==> config.mk <==
export PLATFORM = sky130hd
export DESIGN_NAME = prbs_sync_detector
export DESIGN_NICKNAME = d
export VERILOG_FILES = /design/src/rtl/prbs_sync_pkg.sv /design/src/rtl/prbs_ref_gen.sv /design/src/rtl/prbs_lock_fsm.sv /design/src/rtl/prbs_err_counter.sv /design/src/rtl/prbs_sync_detector.sv
export SDC_FILE = /design/constraint.sdc
export NUM_CORES = 1
export LEC_CHECK = 0
export BUFFER_PORTS_ARGS = -buffer_cell sky130_fd_sc_hd__buf_2
export CAP_MARGIN = 20
export CORE_MARGIN = 2
export CORE_UTILIZATION = 55
export CTS_BUF_LIST = sky130_fd_sc_hd__clkbuf_4
export DETAILED_ROUTE_END_ITERATION = 7
export MAX_ROUTING_LAYER = met4
export PLACE_DENSITY = 0.8
export SLEW_MARGIN = 20
export SYNTH_ARGS = -nofsm -noshare
export SYNTH_HDL_FRONTEND = slang
export SYNTH_SLANG_ARGS = --single-unit
==> constraint.sdc <==
create_clock -name clk -period 3.4 [get_ports clk]
set_clock_uncertainty 0.05 [all_clocks]
set_input_delay 0.17 -clock clk [delete_from_list [all_inputs] [get_ports clk]]
set_output_delay 0.17 -clock clk [all_outputs]
set_load 0.005 [all_outputs]
==> src/rtl/prbs_sync_pkg.sv <==
`timescale 1ns/1ps
package prbs_sync_pkg;
  typedef enum logic {
    ST_SEARCH = 1'b0,
    ST_LOCK   = 1'b1
  } sync_st_e;
endpackage

==> src/rtl/prbs_ref_gen.sv <==
`timescale 1ns/1ps
// Reference sequence register. It is loaded from the line while searching
// and from its own prediction while locked.
module prbs_ref_gen #(
  parameter int LEN_A = 15,
  parameter int TAP_A = 14,
  parameter int LEN_B = 20,
  parameter int TAP_B = 17
) (
  input  logic clk,
  input  logic rst,
  input  logic rx_bit,
  input  logic long_sel,
  input  logic load_rx,
  output logic pred
);
  localparam int W = (LEN_A > LEN_B) ? LEN_A : LEN_B;

  logic [W-1:0] hist;

  always_comb begin
    if (long_sel) pred = hist[LEN_B-1] ^ hist[TAP_B-1];
    else          pred = hist[LEN_A-1] ^ hist[TAP_A-1];
  end

  always_ff @(posedge clk) begin
    if (rst) hist <= '0;
    else     hist <= {hist[W-2:0], load_rx ? rx_bit : pred};
  end
endmodule

==> src/rtl/prbs_lock_fsm.sv <==
`timescale 1ns/1ps
// Search / lock control, sliding error window and the combined error output.
module prbs_lock_fsm
  import prbs_sync_pkg::*;
#(
  parameter int LOCK_RUN = 32,
  parameter int WIN      = 64,
  parameter int LOSS_THR = 6
) (
  input  logic clk,
  input  logic rst,
  input  logic rx_bit,
  input  logic pred,
  input  logic long_sel,
  output logic load_rx,
  output logic locked,
  output logic err_evt,
  output logic err_out
);
  localparam int MC_W = $clog2(LOCK_RUN);
  localparam int WC_W = $clog2(WIN) + 1;

  sync_st_e        st, st_n;
  logic [MC_W-1:0] mcnt, mcnt_n;
  logic [WIN-2:0]  ehist, ehist_n;
  logic [WC_W-1:0] wcnt, wcnt_n, wsum;
  logic            sel_q, sel_chg, mism, err_d;

  always_comb begin
    mism    = rx_bit ^ pred;
    sel_chg = long_sel ^ sel_q;
    wsum    = wcnt + WC_W'(mism);
    st_n    = st;
    mcnt_n  = mcnt;
    ehist_n = ehist;
    wcnt_n  = wcnt;
    err_d   = 1'b1;
    err_evt = 1'b0;
    case (st)
      ST_SEARCH: begin
        ehist_n = '0;
        wcnt_n  = '0;
        if (sel_chg || mism) begin
          mcnt_n = '0;
        end else if (mcnt == MC_W'(LOCK_RUN - 1)) begin
          st_n   = ST_LOCK;
          mcnt_n = '0;
          err_d  = 1'b0;
        end else begin
          mcnt_n = mcnt + 1'b1;
        end
      end
      default: begin
        if (sel_chg) begin
          st_n    = ST_SEARCH;
          mcnt_n  = '0;
          ehist_n = '0;
          wcnt_n  = '0;
        end else begin
          err_evt = mism;
          if (mism && (wsum >= WC_W'(LOSS_THR))) begin
            st_n    = ST_SEARCH;
            mcnt_n  = '0;
            ehist_n = '0;
            wcnt_n  = '0;
          end else begin
            err_d   = mism;
            ehist_n = {ehist[WIN-3:0], mism};
            wcnt_n  = wsum - WC_W'(ehist[WIN-2]);
          end
        end
      end
    endcase
  end

  always_ff @(posedge clk) begin
    sel_q <= long_sel;
    if (rst) begin
      st      <= ST_SEARCH;
      mcnt    <= '0;
      ehist   <= '0;
      wcnt    <= '0;
      err_out <= 1'b1;
    end else begin
      st      <= st_n;
      mcnt    <= mcnt_n;
      ehist   <= ehist_n;
      wcnt    <= wcnt_n;
      err_out <= err_d;
    end
  end

  assign load_rx = (st == ST_SEARCH);
  assign locked  = (st == ST_LOCK);
endmodule

==> src/rtl/prbs_err_counter.sv <==
`timescale 1ns/1ps
// Saturating error counter, cleared by a host read.
module prbs_err_counter #(
  parameter int CNT_W = 16
) (
  input  logic             clk,
  input  logic             rst,
  input  logic             evt,
  input  logic             en,
  input  logic             rd,
  output logic [CNT_W-1:0] cnt
);
  logic inc;
  assign inc = evt & en;

  always_ff @(posedge clk) begin
    if (rst)                      cnt <= '0;
    else if (rd)                  cnt <= inc ? CNT_W'(1) : '0;
    else if (inc && (cnt != '1))  cnt <= cnt + 1'b1;
  end
endmodule

==> src/rtl/prbs_sync_detector.sv <==
`timescale 1ns/1ps
module prbs_sync_detector #(
  parameter int LEN_A    = 15,
  parameter int TAP_A    = 14,
  parameter int LEN_B    = 20,
  parameter int TAP_B    = 17,
  parameter int LOCK_RUN = 32,
  parameter int WIN      = 64,
  parameter int LOSS_THR = 6,
  parameter int CNT_W    = 16
) (
  input  logic             clk,
  input  logic             rst,
  input  logic             rx_bit,
  input  logic             long_sel,
  input  logic             cnt_en,
  input  logic             cnt_rd,
  output logic             err_out,
  output logic [CNT_W-1:0] err_cnt
);
  logic pred, load_rx, locked, err_evt;

  prbs_ref_gen #(
    .LEN_A(LEN_A), .TAP_A(TAP_A), .LEN_B(LEN_B), .TAP_B(TAP_B)
  ) u_ref (
    .clk(clk), .rst(rst), .rx_bit(rx_bit), .long_sel(long_sel),
    .load_rx(load_rx), .pred(pred)
  );

  prbs_lock_fsm #(
    .LOCK_RUN(LOCK_RUN), .WIN(WIN), .LOSS_THR(LOSS_THR)
  ) u_fsm (
    .clk(clk), .rst(rst), .rx_bit(rx_bit), .pred(pred), .long_sel(long_sel),
    .load_rx(load_rx), .locked(locked), .err_evt(err_evt), .err_out(err_out)
  );

  prbs_err_counter #(
    .CNT_W(CNT_W)
  ) u_cnt (
    .clk(clk), .rst(rst), .evt(err_evt), .en(cnt_en), .rd(cnt_rd),
    .cnt(err_cnt)
  );
endmodule

==> results of run 1 <==
## power by group
part | switching [uW] | internal, uW | total, uW
Sequential | 1.53 | 1340 | 1340
Combinational | 23.1 | 16.4 | 39.6
Clock | 546 | 368 | 914
Total | 571 | 1720 | 2290
## cell families (layout without fill, tap and decap cells)
kind of cell               Yosys count  in the layout  share of synthesized area [%]
xor gates and xnor gates            14             14                           3.64
AOI/OAI and AO/OA                   48             48                           7.43
muxes                                7              7                           1.85
buffers and inverters               27             65                           2.70
DFF                                114            114                           55.3
adders and majority gates            7              7                           2.12
and+or+nand+nor                    191            191                           26.9
## synthesized netlist by cell type, drive strengths merged, types with 7 or more instances
master	n
a21oi	15
clkbuf	15
dfxtp	114
ha	7
inv	7
nand2	22
nand3	13
nor2	16
nor2b	86
nor3	9
o21ai	10
or4	9
xnor2	9
## worst max-delay path by stage
| stage | endpoint | slack, ns | cells past startpoint |
|---|---|---|---|
| CTS | u_fsm.ehist[24]$_SDFF_PP0_ | 0.05 | 10 |
| floorplan | u_fsm.ehist[21]$_SDFF_PP0_ | 0.28 | 12 |
| finish | u_fsm.ehist[3]$_SDFF_PP0_ | 0.27 | 10 |
| detailed placement | u_fsm.ehist[24]$_SDFF_PP0_ | 0.08 | 10 |
| global route | u_fsm.ehist[7]$_SDFF_PP0_ | 0.05 | 10 |
| global placement | u_fsm.ehist[5]$_SDFF_PP0_ | 0.19 | 10 |
## per-stage QoR
stage,cells,total power (uW)
CTS,545,2320
global route,545,2380
finish,545,2290
global placement,510,1400
detailed placement,510,1410
floorplan,408,1390
## sequential cells by signal, indices dropped and copies added (netlist names)
signal         cells
u_fsm.ehist       63
u_fsm.mcnt         5
u_fsm.sel_q        1
u_fsm.wcnt         7
u_fsm.locked       1
u_ref.hist        20
u_fsm.err_out      1
u_cnt.cnt         16
## layer usage
| metal | vias to the layer above | global-route usage (%) | wire [um] |
|---|---|---|---|
| met5 | - | - | 0 |
| li1 | 1446 | - | - |
| met2 | 59 | 24.7 | 2940 |
| met3 | 18 | 6.26 | 244 |
| met4 | 0 | 10.0 | 166 |
| met1 | 1343 | 23.8 | 3420 |
## area by class of cell
type	instances	area [um^2]
clock buffer	17	128
clock inverter	14	131
fill	597	2630
inverter	7	26.3
multi-input combinational	267	1760
sequential	114	2280
tap	99	124
timing repair buffer	27	170
## critical path, stage by stage (launching register included)
cell,delay [ns]
dfxtp_1,0.36
xnor2_1,0.33
mux2_4,0.36
nor2_2,0.24
ha_1,0.36
nand2_1,0.11
o31a_1,0.27
nor4_2,0.43
a21oi_4,0.15
buf_12,0.23
nor2b_1,0.16
## repair_timing
item	4_1_cts	5_1_grt
endpoints found under the setup margin	0	72
endpoints found under the hold margin	14	0
hold buffers	4	0
resized for setup	0	3
==> metrics.md, run 1 <==
| Metric | Value |
|---|---|
| Setup_tns | `0 ns` |
| Antenna violations before repair | `0` |
| Top-area cell type share of the netlist area | `55.3%` |
| Fin util | `63.7%` |
| Later-pin clock latency in the skew report | `0.51 ns` |
| Overflow after GRT | `0` |
| Dpl cell area | `4310 um^2` |
| I/O pin cnt | `23` |
| Commonest non-fill, non-tap cell in the layout | `dfxtp_1` |
| Largest fanout on the critical path | `69` |
| Die area | `8210 um^2` |
| Seq/Total Area, Yosys | `55.3%` |
| Post-CTS Setup Inserts | `0` |
| Ant diodes | `0` |
| GPL Wtd Cong | `0.812` |
| Deepest clock path buffer count | `2` |
| CTS tree | `yes` |
| Hold Crit Endpoint | `u_cnt.cnt[11]$_SDFFE_PP0P_` |
| Kind of critical path | `flop to flop` |
| Worst Setup SP | `u_ref.hist[14]$_SDFF_PP0_` |
| First-pass GRT wire length | `11700 um` |
| Clock sinks | `114` |
| Worst setup margin | `0.273 ns` |
| Worst relative slew slack | `45.7%` |
| Yosys warning count | `0` |
| CP Capture Type | `flop` |
| Post-synth top area cell | `dfxtp_1` |
| Post-Syn Instances | `408` |
| PortBufs | `22` |
| P per Cell Area | `496 nW/um^2` |
| Largest net degree at the start of global routing | `70` |
| Fmax | `320 MHz` |
| Layout cells sized above 1 | `14.8%` |
| Clk root buf | `clkbuf_4` |
| Status | `finished clean` |
| Fin crit share | `92.0%` |
| CTS Buf Count | `17` |
| Mapped Area | `4130 um^2` |
| Drt wl/cell | `12.4 um` |
| Final Hold Vio Count | `0` |
| Dpl ws | `0.0810 ns` |
| H-tree depth | `4` |
| Tmin final | `3.13 ns` |
| Required time of the critical path | `3.79 ns` |
| Worst-Margin Slew | `0.808 ns` |
| Clock slew at reported path FFs | `0.11 ns` |
| Hold_ws | `0.161 ns` |
| Ranking of synthesized cells by area | `dfxtp_1 (55%), nor2b_1 (13%), ha_1 (2.1%), nand2_1 (2.0%), xnor2_1 (1.9%)` |
| Rows | `31` |
| Most frequent cells in the layout | `dfxtp_1 (114), nor2b_1 (86), nand2_1 (22), buf_2 (22), clkbuf_4 (17)` |
| # setup viols final | `0` |
| Residual DRC | `0` |
| Die W | `90.6 um` |
| Unique masters post-synth | `46` |
| Syn nets | `421` |
| DRT antenna net count | `0` |
| Total Routing Usage GR | `18.2%` |
| Syn_area_per_cell | `10.1 um^2` |
| Starting DRT DRC Count | `120` |
| Worst hold path type | `input pin to flop` |
| Asr flop ratio synth | `0%` |
| Max-cap violations | `0` |
| Via density | `5.26` |
| Final max-slew violation count | `0` |
| Design area | `4620 um^2` |
| R2r startpoint | `u_ref.hist[14]$_SDFF_PP0_` |
| Reg2Reg Depth | `10` |
| Hold-critical path depth | `5` |
| R2R setup slack | `0.27 ns` |
| Final net count | `447` |
| VDD IR max | `0.000296 V` |
| Initial Util | `56.9%` |
| Detailed placement HPWL | `4190 um` |
| Reg-to-Reg End | `u_fsm.ehist[3]$_SDFF_PP0_` |
| Critical Path Start Type | `flop` |
| Drt pass-1 iters | `4` |
| Total leakage power | `0.00165 uW` |
| Main flop type after synthesis | `dfxtp_1` |
| Number of global-route vias before repair | `2625` |
| Post-synth EDFFs | `0` |
| Data arrival, critical path | `3.51 ns` |
| Routed wire length | `6770 um` |
| Synth-to-layout area growth | `12.0%` |
| Core area | `7250 um^2` |
| DIE HEIGHT | `90.6 um` |
| RSZ-0062 raised after global routing | `no` |
| Hold path startpoint | `cnt_en` |
| Synthesized flop and latch total | `114` |
| Vias | `2866` |
No activity file was read; power rests on OpenSTA's default activity.
==> run 2, diff against run 1 <==
==> constraint.sdc (replaced) <==
create_clock -name clk -period 3.4 [get_ports clk]
set_clock_uncertainty 0.05 [all_clocks]
set_input_delay 0.34 -clock clk [delete_from_list [all_inputs] [get_ports clk]]
set_output_delay 0.34 -clock clk [all_outputs]
set_load 0.005 [all_outputs]
==> metrics.md, run 2 (synthesis results as in run 1) <==
| Metric | Value |
|---|---|
| Later-pin clock latency in the skew report | `0.51 ns (about the same)` |
| First-pass GRT wire length | `11600 um (-0.53%)` |
| Commonest non-fill, non-tap cell in the layout | `dfxtp_1` |
| Core area | `7250 um^2 (unchanged)` |
| Met3 Use GR | `6.26% (unchanged)` |
| Die W | `90.6 um (unchanged)` |
| # setup viols final | `0 (unchanged)` |
| Via density | `5.26 (about the same)` |
| Max FFs per register | `63 (unchanged)` |
| Antenna violations before repair | `0 (unchanged)` |
| GRT met2 Usage | `24.5% (-0.19 points)` |
| Worst-Margin Slew | `0.793 ns (-0.0151 ns)` |
| Drt wl/cell | `12.4 um (-0.19%)` |
| Clock sinks | `114 (unchanged)` |
| Max-cap violations | `0 (unchanged)` |
| Clock slew at reported path FFs | `0.11 ns (about the same)` |
| Fmax | `320 MHz (about the same)` |
| Tmin final | `3.13 ns (+0.00146 ns)` |
| CTS Buf Count | `17 (unchanged)` |
| Overflow after GRT | `0 (unchanged)` |
| Setup_tns | `0 ns (unchanged)` |
| Routed wire length | `6720 um (-0.74%)` |
| Most frequent cells in the layout | `dfxtp_1 (114), nor2b_1 (86), nand2_1 (22), buf_2 (22), clkbuf_4 (17)` |
| Max incr delay on CP | `0.44 ns (about the same)` |
| Final net count | `444 (-0.67%)` |
| Critical path, cell by cell | `xnor2_1, mux2_4, nor2_2, ha_1, nand2_1, o31a_1, nor4_2, a21oi_4, buf_12, nor2b_1` |
| Clk root buf | `clkbuf_4` |
| Required time of the critical path | `3.79 ns (about the same)` |
| Total Routing Usage GR | `18.2% (-0.073 points)` |
| Post-CTS Setup Inserts | `0 (unchanged)` |
| Layout cells sized above 1 | `14.9% (+0.10 points)` |
| Worst relative slew slack | `46.8% (+1.0 points)` |
| Data arrival, critical path | `3.52 ns (about the same)` |
| Kind of critical path | `flop to flop` |
| DIE HEIGHT | `90.6 um (unchanged)` |
| Starting DRT DRC Count | `108 (-10%)` |
| Status | `finished clean` |
| Largest regs | `u_fsm.ehist (63), u_ref.hist (20), u_cnt.cnt (16)` |
| CP max-delay cell | `nor4_2` |
| VDD IR max | `0.000296 V (about the same)` |
| Initial Util | `56.9% (unchanged)` |
| Final Hold Vio Count | `0 (unchanged)` |
| M1 GR Usage | `23.7% (-0.054 points)` |
| GRT busiest layer | `met2` |
| Worst hold path type | `input pin to flop` |
| Residual DRC | `0 (unchanged)` |
| Largest reg by FF count | `u_fsm.ehist` |
| Vias | `2849 (-0.59%)` |
| CP Capture Type | `flop` |
| PortBufs | `22 (unchanged)` |
| Largest net degree at the start of global routing | `70 (unchanged)` |
| Deepest clock path buffer count | `2 (unchanged)` |
| I/O pin cnt | `23 (unchanged)` |
| Detailed placement HPWL | `4190 um (unchanged)` |
| Number of global-route vias before repair | `2605 (-0.76%)` |
| Synth-to-layout area growth | `11.3%` |
| Final max-slew violation count | `0 (unchanged)` |
| RSZ-0062 raised after global routing | `no` |
| Fin crit share | `92.0% (about the same)` |
| P per Cell Area | `499 nW/um^2 (+0.52%)` |
| Largest fanout on the critical path | `69 (unchanged)` |
| Drt pass-1 iters | `4 (unchanged)` |
| Rows | `31 (unchanged)` |
| Critical Path Start Type | `flop` |
| H-tree depth | `4 (unchanged)` |
| Layout fillers | `602 (+0.84%)` |
| Power Total | `2290 uW (-0.13%)` |
| Die area | `8210 um^2 (unchanged)` |
| Total leakage power | `0.00163 uW (-0.76%)` |
| GPL Wtd Cong | `0.812 (unchanged)` |
| Ant diodes | `0 (unchanged)` |
| DRT antenna net count | `0 (unchanged)` |
| CTS tree | `yes` |
-- run 2: cell types whose count changed in the layout (fill, tap and decap cells not counted), sizes merged --
| cell | change |
|---|---|
| dlygate4sd3 | -3 |
-- run 2: timing repair --
item	in CTS	in global routing
resized for setup	0	3
endpoints found under the hold margin	1	0
hold buffers	1	0
setup endpoints to repair	0	72
-- run 2: path summary, 6_finish.rpt --
check | end | depth (start not counted) | start | slack, ns
setup / recovery | u_fsm.ehist[3]$_SDFF_PP0_ | 10 | u_ref.hist[14]$_SDFF_PP0_ | 0.27
setup reg to reg | u_fsm.ehist[3]$_SDFF_PP0_ | 10 | u_ref.hist[14]$_SDFF_PP0_ | 0.27
hold / removal | u_cnt.cnt[0]$_SDFFE_PP0P_ | 3 | cnt_rd | 0.08
hold reg to reg | u_ref.hist[10]$_SDFF_PP0_ | 1 | u_ref.hist[9]$_SDFF_PP0_ | 0.39
-- run 2: per-stage QoR --
stage	instances	utilization [%]	area [um^2]	worst slack (ns)	hold WS, ns
floorplan	408	-	4130	0.279	0.318
global placement	510	59.4	4310	0.192	0.369
detailed placement	510	59.4	4310	0.0810	0.372
CTS	542	63.1	4570	0.0498	0.0433
global route	542	63.3	4590	0.0529	0.0831
finish	542	63.3	4590	0.271	0.0763
-- run 2: metal layers --
| layer | part of all wire, % | up-vias |
|---|---|---|
| met2 | 43 | 62 |
| met4 | 2.5 | 0 |
| met3 | 4.5 | 18 |
| li1 | - | 1442 |
| met5 | 0 | - |
| met1 | 50 | 1327 |
-- run 2: report_power, final --
group / internal (uW) / switching (uW)
Combinational: 14.2 / 22.8
Clock: 368 / 546
Sequential: 1340 / 1.52
Total: 1720 / 570
-- run 2: worst max-delay path: cells and delay by family, from the launching register on --
kind / cells / cell delay (ns)
xor gates and xnor gates: 1 / 0.33
buffers and inverters: 1 / 0.23
adders and majority gates: 1 / 0.36
and+or+nand+nor: 4 / 0.95
AOI/OAI and AO/OA: 2 / 0.42
muxes: 1 / 0.36
DFF: 1 / 0.36
-- run 2: layout make-up --
class,count,area [um^2],share of cell area [%]
clock inverters,14,131,2.86
repair buffers,24,140,3.05
clock buffers,17,128,2.78
flip-flops and latches,114,2280,49.7
multi-input cells,267,1760,38.3
inverters,7,26.3,0.572
well taps,99,124,2.70
==> run 3, diff against run 2 <==
- CORE_UTILIZATION: 55 -> 45
- HOLD_SLACK_MARGIN: default -> 0.06
- PLACE_DENSITY: 0.8 -> 0.69
- SKIP_CTS_REPAIR_TIMING: default -> 1
==> metrics.md, run 3 (synthesis results as in run 1) <==
| Metric | Value |
|---|---|
| Worst-Margin Slew | `1.02 ns (+0.224 ns)` |
| Tmin final | `3.04 ns (-0.0852 ns)` |
| Antenna violations before repair | `0 (unchanged)` |
| Number of global-route vias before repair | `2681 (+2.9%)` |
| Die area | `9950 um^2 (+21%)` |
| Final Hold Vio Count | `0 (unchanged)` |
| Layout fillers | `784 (+30%)` |
| GPL Wtd Cong | `0.797 (-1.9%)` |
| Clock sinks | `114 (unchanged)` |
| Core area | `8810 um^2 (+21%)` |
| CTS Buf Count | `17 (unchanged)` |
| Largest regs | `u_fsm.ehist (63), u_ref.hist (20), u_cnt.cnt (16)` |
| CP Capture Type | `flop` |
| Required time of the critical path | `3.72 ns (-0.07 ns)` |
| Via density | `5.05 (-3.8%)` |
| Fin util | `52.8% (-11 points)` |
| Residual DRC | `0 (unchanged)` |
| Drt wl/cell | `11.9 um (-4.2%)` |
| Overflow after GRT | `0 (unchanged)` |
| DRT antenna net count | `0 (unchanged)` |
| Synth-to-layout area growth | `12.6%` |
| Fin crit share | `89.5% (-2.5 points)` |
| Routed wire length | `6580 um (-2.1%)` |
| Starting DRT DRC Count | `90 (-17%)` |
| First-pass GRT wire length | `11800 um (+1.8%)` |
| Rows | `34 (+9.7%)` |
| Max FFs per register | `63 (unchanged)` |
| I/O pin cnt | `23 (unchanged)` |
| Clock slew at reported path FFs | `0.11 ns (about the same)` |
| P per Cell Area | `512 nW/um^2 (+2.5%)` |
| Largest fanout on the critical path | `44 (-36%)` |
| Non-Filler Instances | `554 (+2.2%)` |
| Largest reg by FF count | `u_fsm.ehist` |
| Vias | `2800 (-1.7%)` |
| Sw power | `621 uW (+8.9%)` |
| Status | `finished clean` |
| Setup_tns | `0 ns (unchanged)` |
| Clock share of power | `42.0% (+2.1 points)` |
| PortBufs | `22 (unchanged)` |
| CP max-delay cell | `mux2i_1` |
| CTS tree | `yes` |
| Data arrival, critical path | `3.37 ns (-0.15 ns)` |
| Detailed placement HPWL | `4190 um (about the same)` |
| Drt pass-1 iters | `4 (unchanged)` |
| Final max-slew violation count | `0 (unchanged)` |
| Sequential share of power | `56.4% (-2.1 points)` |
| Clk root buf | `clkbuf_4` |
| Placed Instances | `520 (+2.0%)` |
| Part of the power in combinational logic | `1.6% (about the same)` |
| P_int | `1760 uW (+2.1%)` |
| Critical Path Start Type | `flop` |
| RSZ-0062 raised after global routing | `no` |
| Sw Ratio | `26.1% (+1.2 points)` |
| VDD IR max | `0.000305 V (+2.9%)` |
| Critical path, cell by cell | `xnor2_1, mux2i_1, nor2_2, ha_2, and3_1, a31oi_1, nor3_2, a21oi_4, buf_4, mux2i_1` |
| Layout cells sized above 1 | `15.5% (+0.57 points)` |
| Ant diodes | `0 (unchanged)` |
| Worst relative slew slack | `31.7% (-15 points)` |
| Die W | `99.7 um (+10%)` |
| Max-cap violations | `0 (unchanged)` |
| Fmax | `329 MHz (+2.8%)` |
| Most used cell, CP | `mux2i_1` |
| Deepest clock path buffer count | `2 (unchanged)` |
| Commonest non-fill, non-tap cell in the layout | `dfxtp_1` |
| Largest net degree at the start of global routing | `45 (-36%)` |
| Max incr delay on CP | `0.42 ns (-0.02 ns)` |
| Initial Util | `46.8% (-10 points)` |
| Total Routing Usage GR | `15.4% (-2.8 points)` |
| H-tree depth | `4 (unchanged)` |
| # setup viols final | `0 (unchanged)` |
| Total leakage power | `0.00166 uW (+1.6%)` |
| Most frequent cells in the layout | `dfxtp_1 (114), nor2b_1 (86), nand2_1 (22), buf_2 (22), clkbuf_4 (17)` |
| Later-pin clock latency in the skew report | `0.51 ns (about the same)` |
| Worst hold path type | `input pin to flop` |
| DIE HEIGHT | `99.7 um (+10%)` |
| Kind of critical path | `flop to flop` |
| Final net count | `446 (+0.45%)` |
[run 3: critical path: cells and delay by family (launching register included)]
family	cells	cell delay, ns
muxes	2	0.55
AOI/OAI and AO/OA	2	0.50
and+or+nand+nor	3	0.49
buffers and inverters	1	0.37
DFF	1	0.36
xor gates and xnor gates	1	0.34
adders and majority gates	1	0.26
[run 3: power by group through the flow]
stage / clock network, uW / logic (uW) / registers [uW]
after floorplan: 0 / 25.3 / 1370
after global placement: 0 / 34.4 / 1370
after detailed placement: 0 / 35.0 / 1370
after CTS: 1040 / 35.4 / 1340
after global routing: 1100 / 42.5 / 1340
final: 999 / 37.4 / 1340
[run 3: final timing paths]
check                            start                         end  slack (ns)  depth (start not counted)
max          u_ref.hist[16]$_SDFF_PP0_  u_fsm.mcnt[0]$_SDFFE_PP0P_        0.36                         10
min                             rx_bit    u_ref.hist[0]$_SDFF_PP0_        0.14                          3
max reg2reg  u_ref.hist[16]$_SDFF_PP0_  u_fsm.mcnt[0]$_SDFFE_PP0P_        0.36                         10
min reg2reg  u_fsm.ehist[7]$_SDFF_PP0_   u_fsm.ehist[8]$_SDFF_PP0_        0.39                          1
[run 3: through the flow]
stage / setup slack (ns) / hold slack (ns) / power, uW / area, um^2
finish: 0.356 / 0.138 / 2380 / 4650
global placement: 0.172 / 0.367 / 1400 / 4310
CTS: 0.0519 / -0.0412 / 2410 / 4600
global route: 0.0543 / 0.106 / 2480 / 4650
detailed placement: 0.0767 / 0.372 / 1410 / 4310
floorplan: 0.279 / 0.318 / 1390 / 4130
[run 3: layer usage]
| metal | part of all wire, % | global-route usage (%) | vias up | routed length (um) |
|---|---|---|---|---|
| li1 | - | - | 1450 | - |
| met1 | 52 | 19.3 | 1291 | 3410 |
| met2 | 43 | 21.9 | 46 | 2820 |
| met3 | 3.8 | 5.83 | 13 | 252 |
| met4 | 1.4 | 7.06 | 0 | 93 |
| met5 | 0 | - | - | 0 |
[run 3: area by class of cell]
cell class	count	area (um^2)	share of cell area (%)
Timing Repair Buffer	26	145	3.12
Sequential cell	114	2280	49.1
Clock buffer	17	128	2.75
Tap cell	108	135	2.91
Inverter	7	26.3	0.566
Clock inverter	15	163	3.50
Multi-Input combinational cell	267	1770	38.0
